`src/rtl/ddr2i_pkg.sv`:
```
package ddr2i_pkg;
  typedef enum logic [1:0] {K_NOP, K_PALL, K_MRS, K_REF} cmd_kind_e;
  typedef enum logic [2:0] {ST_PWR, ST_CKE, ST_CMD, ST_GAP, ST_DONE} seq_state_e;
  localparam int unsigned N_STEPS     = 11;
  localparam int unsigned STEP_W      = 4;
  localparam int unsigned DLL_RST_BIT = 8;
  localparam int unsigned DLL_DIS_BIT = 0;
  localparam int unsigned OCD_LSB     = 7;
  localparam int unsigned OCD_W       = 3;
  localparam int unsigned PALL_BIT    = 10;
endpackage

```
`src/rtl/ddr2i_bank_offset.sv`:
```
module ddr2i_bank_offset #(
  parameter int unsigned COL_W    = 2,
  parameter int unsigned ROW_W    = 2,
  parameter int unsigned POS_W    = 6,
  parameter int unsigned COL_BASE = 9,
  parameter int unsigned ROW_BASE = 11
) (
  input  logic [COL_W-1:0] col,
  input  logic [ROW_W-1:0] row,
  input  logic             interleave,
  input  logic             narrow,
  output logic [POS_W-1:0] pos
);
  logic [POS_W-1:0] row_term;
  logic [POS_W-1:0] bus_term;

  always_comb begin
    row_term = interleave ? '0 : POS_W'(row) + POS_W'(ROW_BASE);
    bus_term = narrow ? POS_W'(1) : POS_W'(2);
    pos      = POS_W'(col) + POS_W'(COL_BASE) + row_term + bus_term;
  end
endmodule

```
`src/rtl/ddr2i_step_table.sv`:
```
module ddr2i_step_table
  import ddr2i_pkg::*;
#(
  parameter int unsigned ADDR_W = 14,
  parameter int unsigned BA_W   = 2
) (
  input  logic [STEP_W-1:0] step,
  input  logic [ADDR_W-1:0] cfg_mr,
  input  logic [ADDR_W-1:0] cfg_emr1,
  input  logic [ADDR_W-1:0] cfg_emr2,
  output cmd_kind_e         kind,
  output logic [BA_W-1:0]   ba,
  output logic [ADDR_W-1:0] addr
);
  logic [ADDR_W-1:0] mr_clean;
  logic [ADDR_W-1:0] emr1_clean;

  always_comb begin
    mr_clean                       = cfg_mr;
    mr_clean[DLL_RST_BIT]          = 1'b0;
    emr1_clean                     = cfg_emr1;
    emr1_clean[DLL_DIS_BIT]        = 1'b0;
    emr1_clean[OCD_LSB +: OCD_W]   = '0;
    kind = K_NOP;
    ba   = '0;
    addr = '0;
    case (step)
      4'd0, 4'd5: begin
        kind           = K_PALL;
        addr[PALL_BIT] = 1'b1;
      end
      4'd1: begin
        kind = K_MRS;
        ba   = BA_W'(2);
        addr = cfg_emr2;
      end
      4'd2: begin
        kind = K_MRS;
        ba   = BA_W'(3);
      end
      4'd3, 4'd10: begin
        kind = K_MRS;
        ba   = BA_W'(1);
        addr = emr1_clean;
      end
      4'd4: begin
        kind              = K_MRS;
        addr              = mr_clean;
        addr[DLL_RST_BIT] = 1'b1;
      end
      4'd6, 4'd7: kind = K_REF;
      4'd8: begin
        kind = K_MRS;
        addr = mr_clean;
      end
      4'd9: begin
        kind                   = K_MRS;
        ba                     = BA_W'(1);
        addr                   = emr1_clean;
        addr[OCD_LSB +: OCD_W] = '1;
      end
      default: kind = K_NOP;
    endcase
  end
endmodule

```
`src/rtl/ddr2i_pin_encode.sv`:
```
module ddr2i_pin_encode
  import ddr2i_pkg::*;
(
  input  cmd_kind_e kind,
  output logic      cs_n,
  output logic      ras_n,
  output logic      cas_n,
  output logic      we_n
);
  always_comb begin
    case (kind)
      K_PALL:  {cs_n, ras_n, cas_n, we_n} = 4'b0010;
      K_MRS:   {cs_n, ras_n, cas_n, we_n} = 4'b0000;
      K_REF:   {cs_n, ras_n, cas_n, we_n} = 4'b0001;
      default: {cs_n, ras_n, cas_n, we_n} = 4'b0111;
    endcase
  end
endmodule

```
`src/rtl/ddr2_init_seq.sv`:
```
module ddr2_init_seq
  import ddr2i_pkg::*;
#(
  parameter int unsigned ADDR_W   = 14,
  parameter int unsigned BA_W     = 2,
  parameter int unsigned COL_W    = 2,
  parameter int unsigned ROW_W    = 2,
  parameter int unsigned POS_W    = 6,
  parameter int unsigned WAIT_CYC = 50000,
  parameter int unsigned GAP_CYC  = 4,
  parameter int unsigned RFC_CYC  = 32
) (
  input  logic              clk,
  input  logic              rst_n,
  input  logic              start,
  input  logic [COL_W-1:0]  cfg_col,
  input  logic [ROW_W-1:0]  cfg_row,
  input  logic              cfg_interleave,
  input  logic              cfg_narrow,
  input  logic [ADDR_W-1:0] cfg_mr,
  input  logic [ADDR_W-1:0] cfg_emr1,
  input  logic [ADDR_W-1:0] cfg_emr2,
  output logic              dram_cke,
  output logic              dram_cs_n,
  output logic              dram_ras_n,
  output logic              dram_cas_n,
  output logic              dram_we_n,
  output logic [BA_W-1:0]   dram_ba,
  output logic [ADDR_W-1:0] dram_addr,
  output logic [POS_W-1:0]  bank_bit_pos,
  output logic              busy,
  output logic              done
);
  localparam int unsigned MAX_A = (WAIT_CYC > GAP_CYC) ? WAIT_CYC : GAP_CYC;
  localparam int unsigned MAX_C = (MAX_A > RFC_CYC) ? MAX_A : RFC_CYC;
  localparam int unsigned CNT_W = $clog2(MAX_C + 1);
  localparam logic [STEP_W-1:0] LAST_STEP = STEP_W'(N_STEPS - 1);

  seq_state_e        state;
  logic [CNT_W-1:0]  cnt;
  logic [STEP_W-1:0] step;
  cmd_kind_e         step_kind;
  cmd_kind_e         bus_kind;
  logic [BA_W-1:0]   step_ba;
  logic [ADDR_W-1:0] step_addr;
  logic [CNT_W-1:0]  gap_last;

  ddr2i_bank_offset #(
    .COL_W(COL_W), .ROW_W(ROW_W), .POS_W(POS_W)
  ) u_offset (
    .col(cfg_col), .row(cfg_row), .interleave(cfg_interleave),
    .narrow(cfg_narrow), .pos(bank_bit_pos)
  );

  ddr2i_step_table #(
    .ADDR_W(ADDR_W), .BA_W(BA_W)
  ) u_table (
    .step(step), .cfg_mr(cfg_mr), .cfg_emr1(cfg_emr1), .cfg_emr2(cfg_emr2),
    .kind(step_kind), .ba(step_ba), .addr(step_addr)
  );

  assign gap_last = (step_kind == K_REF) ? CNT_W'(RFC_CYC - 1) : CNT_W'(GAP_CYC - 1);

  always_ff @(posedge clk or negedge rst_n) begin
    if (!rst_n) begin
      state <= ST_PWR;
      cnt   <= '0;
      step  <= '0;
    end else begin
      case (state)
        ST_PWR: begin
          if (cnt == CNT_W'(WAIT_CYC - 1)) begin
            state <= ST_CKE;
            cnt   <= '0;
          end else cnt <= cnt + 1'b1;
        end
        ST_CKE: begin
          if (cnt == CNT_W'(GAP_CYC - 1)) begin
            state <= ST_CMD;
            cnt   <= '0;
          end else cnt <= cnt + 1'b1;
        end
        ST_CMD: begin
          state <= ST_GAP;
          cnt   <= '0;
        end
        ST_GAP: begin
          if (cnt == gap_last) begin
            cnt <= '0;
            if (step == LAST_STEP) state <= ST_DONE;
            else begin
              step  <= step + 1'b1;
              state <= ST_CMD;
            end
          end else cnt <= cnt + 1'b1;
        end
        ST_DONE: begin
          if (start) begin
            state <= ST_PWR;
            cnt   <= '0;
            step  <= '0;
          end
        end
        default: state <= ST_PWR;
      endcase
    end
  end

  assign bus_kind  = (state == ST_CMD) ? step_kind : K_NOP;
  assign dram_ba   = (state == ST_CMD) ? step_ba : '0;
  assign dram_addr = (state == ST_CMD) ? step_addr : '0;
  assign dram_cke  = (state != ST_PWR);
  assign done      = (state == ST_DONE);
  assign busy      = (state != ST_DONE);

  ddr2i_pin_encode u_pins (
    .kind(bus_kind), .cs_n(dram_cs_n), .ras_n(dram_ras_n),
    .cas_n(dram_cas_n), .we_n(dram_we_n)
  );
endmodule

```
`config.mk`:
```
export PLATFORM = sky130hd
export DESIGN_NAME = ddr2_init_seq
export DESIGN_NICKNAME = d
export VERILOG_FILES = /design/src/rtl/ddr2i_pkg.sv /design/src/rtl/ddr2i_bank_offset.sv /design/src/rtl/ddr2i_step_table.sv /design/src/rtl/ddr2i_pin_encode.sv /design/src/rtl/ddr2_init_seq.sv
export SDC_FILE = /design/constraint.sdc
export NUM_CORES = 1
export LEC_CHECK = 0
export ABC_AREA = 0
export BUFFER_PORTS_ARGS = -buffer_cell sky130_fd_sc_hd__buf_4
export CORE_UTILIZATION = 54
export CTS_CLUSTER_SIZE = 20
export DETAILED_ROUTE_END_ITERATION = 7
export PLACE_DENSITY = 0.86
export SYNTH_ARGS = -nofsm -noshare
export SYNTH_HDL_FRONTEND = slang
export SYNTH_SLANG_ARGS = --single-unit
```
`constraint.sdc`:
```
create_clock -name clk -period 6.3 [get_ports clk]
set_input_delay 0.63 -clock clk [delete_from_list [all_inputs] [get_ports clk]]
set_output_delay 0.63 -clock clk [all_outputs]
set_load 0.05 [all_outputs]
```
; Word level (Yosys, flattened, before mapping)
; Index checks and enable logic that the tools add are counted.
[totals]
regBits = 23
in_bits = 51
elab_cells = 82
[classes]
add_sub_neg = 6
n_eq_ne = 27
n_mux = 29
n_reduce_logical = 17
[op_table]
columns = op, n
row1 = case mux 16 bit (5 select lines), 1
row2 = 2-to-1 mux 16 bit, 4
row3 = case mux 10 bit (5 select lines), 1
row4 = "adder 16 x 1 -> 16 bit, second input constant", 1
row5 = "== test 16 bit, second input constant", 1
row6 = "== test 16 x 2 -> 1 bit, second input constant", 1
row7 = == test 16 x 5 -> 1 bit, 1
row8 = "== test 4 x 3 -> 1 bit, second input constant", 4
row9 = 2-to-1 mux 3 bit, 5
row10 = case mux 3 bit (5 select lines), 1
row11 = 2-to-1 mux 14 bit, 1
row12 = adder 6 bit, 2
row13 = "== test 4 bit, second input constant", 3
row14 = 2-to-1 mux 4 bit, 3
row15 = case mux 2 bit (3 select lines), 2
row16 = OR reduction 2 bit, 6
row17 = "adder 2 x 4 -> 5 bit, second input constant", 2
row18 = "!= test 2 bit, second input constant", 5
row19 = case mux 3 bit (3 select lines), 1
row20 = "== test 4 x 2 -> 1 bit, second input constant", 2
row21 = case mux 4 bit (2 select lines), 1
row22 = AND reduction 4 bit, 2
row23 = OR reduction 7 bit, 1
row24 = "== test 2 bit, second input constant", 3
row25 = 19 further kinds, 25

; Depth between registers and ports, before layout
[depth]
depth_word = 8
depth_mapped = 11

; By module
; A second synthesis with hierarchy kept.
[hier_totals]
hier_cells = 302
hier_area_um2 = 2411.1
[modules_own_cells]
columns = module, n_inst, cells_each, area_per_inst_um2, seq_area_each_um2
row1 = ddr2_init_seq, 1, 200, 1661.6, 575.6
row2 = ddr2i_step_table, 1, 63, 437.9, 0.0
row3 = ddr2i_bank_offset, 1, 30, 247.7, 0.0
row4 = ddr2i_pin_encode, 1, 9, 63.8, 0.0

; Least setup slack after synthesis
; Ideal clock, no wire load.
[synth_timing]
kind = input -> output
from = in cfg_col[0]
to = out bank_bit_pos[3]
t_arrival_ns = 2.799
required_time_ns = 5.670
path_slack_ns = 2.871
stages = 6
path_buffers = 0
path_cell_list = ha_1 fa_1 ha_1 inv_1 fa_1 xor2_1
[synth_via]
elab_chain_len = 3
[synth_rtl]
columns = element, line_no
row1 = "start, declared", ddr2_init_seq.sv:16  ; input logic [COL_W-1:0] cfg_col,
row2 = adder 2 x 4 -> 5 bit, ddr2i_bank_offset.sv:20  ; pos = POS_W'(col) + POS_W'(COL_BASE) + row_term + bus_term;
row3 = adder 6 bit (2 in series), ddr2i_bank_offset.sv:20
row4 = "end, declared", ddr2_init_seq.sv:30  ; output logic [POS_W-1:0] bank_bit_pos,
; No other way between the ends.

; Worst setup path in the final report
[layout_timing]
from = reg step[0]
to = out dram_addr[9]
[layout_via]
elab_chain_len = 4
word_cells_on_any_way = 9
[layout_rtl]
columns = element, line_no
row1 = "start, declared", ddr2_init_seq.sv:41  ; logic [STEP_W-1:0] step;
row2 = "start signal, assigned", ddr2_init_seq.sv:92  ; step <= step + 1'b1;
row3 = == test 4 bit or == test 4 x 2 -> 1 bit (tied branches), ddr2i_step_table.sv:27  ; case (step)
row4 = OR reduction 2 bit, ddr2i_step_table.sv:27
row5 = case mux 10 bit (5 select lines) *, ddr2i_step_table.sv:27
row6 = 2-to-1 mux 14 bit *, ddr2_init_seq.sv:111  ; assign dram_addr = (state == ST_CMD) ? step_addr : '0;
row7 = "end, declared", ddr2_init_seq.sv:29  ; output logic [ADDR_W-1:0] dram_addr,
; Every way passes the cells marked *; elsewhere a longest branch is shown, timed or not.

==> metrics.yaml <==
grt:
  first_global_vias: 2045
  grt_remaining_overflow: 0
  initial_antenna_violation_count: 0
  first_pass_grt_wire_length_mm: 9.087
  global_route.usage.total_pct: 27.09
  maximum_number_of_pins_on_one_net_before_global_route_repair: 28
floorplan:
  coreArea_um2: 3744
  starting_density_of_the_core_pct: 57.42
  top_level_ports: 80
  core.rowCount: 22
  die_y_um: 65.09
  dieWidth_um: 65.09
  design.die.area_um2: 4237
route:
  drt-wirelength-per-cell_um: 14.24
  routedLengthMet1_mm: 2.185
  dr.first_iter.drc_count: 104
  route.met3.wl_um: 396
  routed-via-count: 2265
  drt-total-wl_mm: 5.510
  antenna_left: 0
  routed.top_layer: "met4"
  detail_route.drc_violations: 0
  drt_first_pass_iters: 4
  via_per_inst: 5.853
  met2_wirelength_mm: 2.857
timing:
  setup_violations: 0
  worst-slew-pin-transition_ns: 0.9291
  maxSlewViolCount: 0
  timing.final.hold_violations: 0
  finalClockSkew_ns: 0.006869
  finalCriticalPeriod_ns: 3.222
  unrepaired_setup_endpoints_after_global_routing: "no"
  totalNegativeSetupSlack_ns: 0
  max_freq_ghz: 0.3103
  max_slew_margin_pct: 38.06
  timing.final.crit_share_pct: 51.15
worst_setup_path:
  timing.critical_path.slowest_cell_delay_ns: 0.72
  critical_path.endpoint_type: "output pin"
  r2r_cells: 7
  cp.arrival_ns: 2.59
  critical_path_required_ns: 5.67
  worstReg2RegEnd: "cnt[9]"
  setup.worst_path.end: "dram_addr[9]"
  cp-start-kind: "flip-flop"
  category_of_the_most_critical_setup_path: "flip-flop to output pin"
  register_to_register_setup_slack_ns: 3.44
  crit-reg2reg-launch: "state[2]"
  crit_fanout: 13
  critPathSlowestCell: "sky130_fd_sc_hd__a21oi_1"
  worst_setup_path_startpoint: "step[0]"
  critical_path.cell_chain: "inv_1 > ha_1 > inv_1 > a21oi_1 > o31ai_1 > buf_4 > a21oi_1 > buf_4"
place:
  placedInstanceArea_um2: 2694
  place.gp.congestion: 0.9199
  numPortBuffers: 73
  post-dp-hpwl_mm: 4.242
cts:
  cts.repair.resized: 0
  clkSlewWorstSetupHoldPaths_ns: 0.08
  clock-sinks: 23
  cts_htree_levels: 1
  insertion_delay_ns: 0.27
  ctsLongestPathBuffers: 2
  cts_tree: "yes"
  cts_inserted_buffers: 3
  post_cts.repair.setup_buffers: 0
  root_buffer: "sky130_fd_sc_hd__clkbuf_8"
  hold_buffer_count_at_cts: 0
synth:
  synthDistinctLibCells: 52
  postSynthRegisterBits: 23
  gate_count_post_synth: 277
  yosys.area.top_type: "sky130_fd_sc_hd__dfrtp_1"
  synth.top_cells.by_count: "33 x sky130_fd_sc_hd__nor2_1, 29 x sky130_fd_sc_hd__nand2_1, 23 x sky130_fd_sc_hd__dfrtp_1"
  synth-async-reset-ratio_pct: 100.0
  synth_warnings: 0
  synthFlopType: "sky130_fd_sc_hd__dfrtp_1"
  synth_edf_count: 0
  ys_top_cells_by_area: "sky130_fd_sc_hd__dfrtp_1 27%, sky130_fd_sc_hd__ha_1 7.6%, sky130_fd_sc_hd__nor2_1 5.8%, sky130_fd_sc_hd__nand2_1 5.1%, sky130_fd_sc_hd__a222oi_1 4.2%"
  synth_top_area_share_pct: 26.78
  mapped_area_um2: 2150
  synth_most_common_cell: "sky130_fd_sc_hd__nor2_1"
  ys_seq_area_share_pct: 26.78
  post_syn_area_per_cell_um2: 7.760
  synth.net_count: 344
finish:
  stdcell_area_um2: 2739
  final_layout_size_suffix_gt1_share_pct: 26.25
  layout-area-overhead-vs-synth_pct: 27.42
  nets: 407
  antenna_cells_inserted: 0
pwr:
  leakage_nw: 1.285
  share_clk_of_total_power_pct: 8.7
  power_per_cell_area_nw_per_um2: 384.1
  max-vdd-ir-drop_mv: 0.2492
  net-switching-power_mw: 0.5642
  power.share.switching_pct: 53.64
  post-layout-total-power_mw: 1.052
  seqPwrFrac_pct: 22.4
  power_report.internal_total_mw: 0.4877
  logic_pwr_share_pct: 68.8
run:
  max_cap_violations: 0
run_status:
  outcome: "complete, no violations"
hold_path:
  hold_path_class: "input port to async pin"
==> flip-flops by register name, indices dropped and copies added (netlist names) <==
register,count
step,4
state,3
cnt,16
==> metal layers <==
metal	track usage, %	vias up
met4	6.522	0
met3	3.819	7
met1	33.00	1037
met2	50.00	83
li1	-	1138
met5	0	-
==> stage by stage <==
stage / utilization (%) / hold slack, ns / cells / setup slack (ns)
after CTS: 73.16 / 0.2470 / 387 / 3.053
final: 73.16 / 0.2388 / 387 / 3.078
after global placement: 71.96 / 0.5081 / 383 / 3.120
after detailed placement: 71.96 / 0.5184 / 383 / 3.099
after global routing: 73.16 / 0.2576 / 387 / 2.882
after floorplan: - / 0.3344 / 277 / 2.871
==> how the worst min path moves through the flow <==
stage / slack, ns / to / startpoint
CTS: 0.25 / cnt[10] / rst_n
floorplan: 0.33 / cnt[0] / rst_n
global placement: 0.51 / cnt[0] / cnt[0]
detailed placement: 0.52 / cnt[0] / cnt[0]
global route: 0.26 / cnt[10] / rst_n
finish: 0.24 / cnt[10] / rst_n
==> worst max-delay path: cells and delay by family (launching register included) <==
family | cells | cell delay [ns]
flip-flops | 1 | 0.44
adder cells (fa/ha/maj) | 1 | 0.26
buffers and inverters | 4 | 0.63
AO/OA/AOI/OAI | 3 | 0.98
==> cells in the final DEF (no fill, tap or decap), drive strengths merged, types with 2 or more instances in the layout <==
| cell | Yosys | routed |
|---|---|---|
| nor3 | 9 | 9 |
| nor2 | 33 | 33 |
| nor2b | 3 | 3 |
| fa | 3 | 3 |
| nand3 | 9 | 9 |
| a211oi | 6 | 6 |
| nor4b | 3 | 3 |
| or3 | 3 | 3 |
| dfrtp | 23 | 23 |
| nor4 | 3 | 3 |
| ha | 13 | 13 |
| a21oi | 15 | 15 |
| a22o | 7 | 7 |
| o21a | 2 | 2 |
| and3 | 2 | 2 |
| nand2 | 29 | 29 |
| clkbuf | 12 | 4 |
| a211o | 2 | 2 |
| o31ai | 7 | 7 |
| or4 | 3 | 3 |
| a222oi | 9 | 9 |
| a21o | 5 | 5 |
| nand4 | 3 | 3 |
| and2 | 3 | 3 |
| o21ai | 14 | 14 |
| inv | 21 | 21 |
| nand2b | 3 | 3 |
| and4 | 2 | 2 |
| buf | 6 | 76 |
| or2 | 5 | 5 |
| o311ai | 2 | 2 |
| o211ai | 5 | 5 |
==> area by class of cell <==
| cell class | instances | area, µm² |
|---|---|---|
| Timing Repair Buffer | 76 | 570.5 |
| Fill cell | 292 | 1005 |
| Clock buffer | 4 | 45.04 |
| Multi-Input combinational cell | 215 | 1409 |
| Inverter | 21 | 78.83 |
| Tap cell | 48 | 60.06 |
| Sequential cell | 23 | 575.6 |
==> cells by family after synthesis <==
| family | share of synthesized area, % |
|---|---|
| simple gates | 26.37 |
| flops | 26.78 |
| buf+inv | 7.683 |
| fa+ha+maj | 10.83 |
| xor+xnor | 0.8150 |
| compound gates | 27.36 |
| other cells | 0.1745 |
==> power groups by stage <==
stage	sequential [mW]	combinational [mW]	clock (mW)
floorplan	0.209	0.580	0
global placement	0.236	0.715	0
detailed placement	0.237	0.726	0
CTS	0.235	0.728	0.0952
global route	0.243	0.793	0.0990
finish	0.236	0.724	0.0919
(Power assumes the default switching activity.)
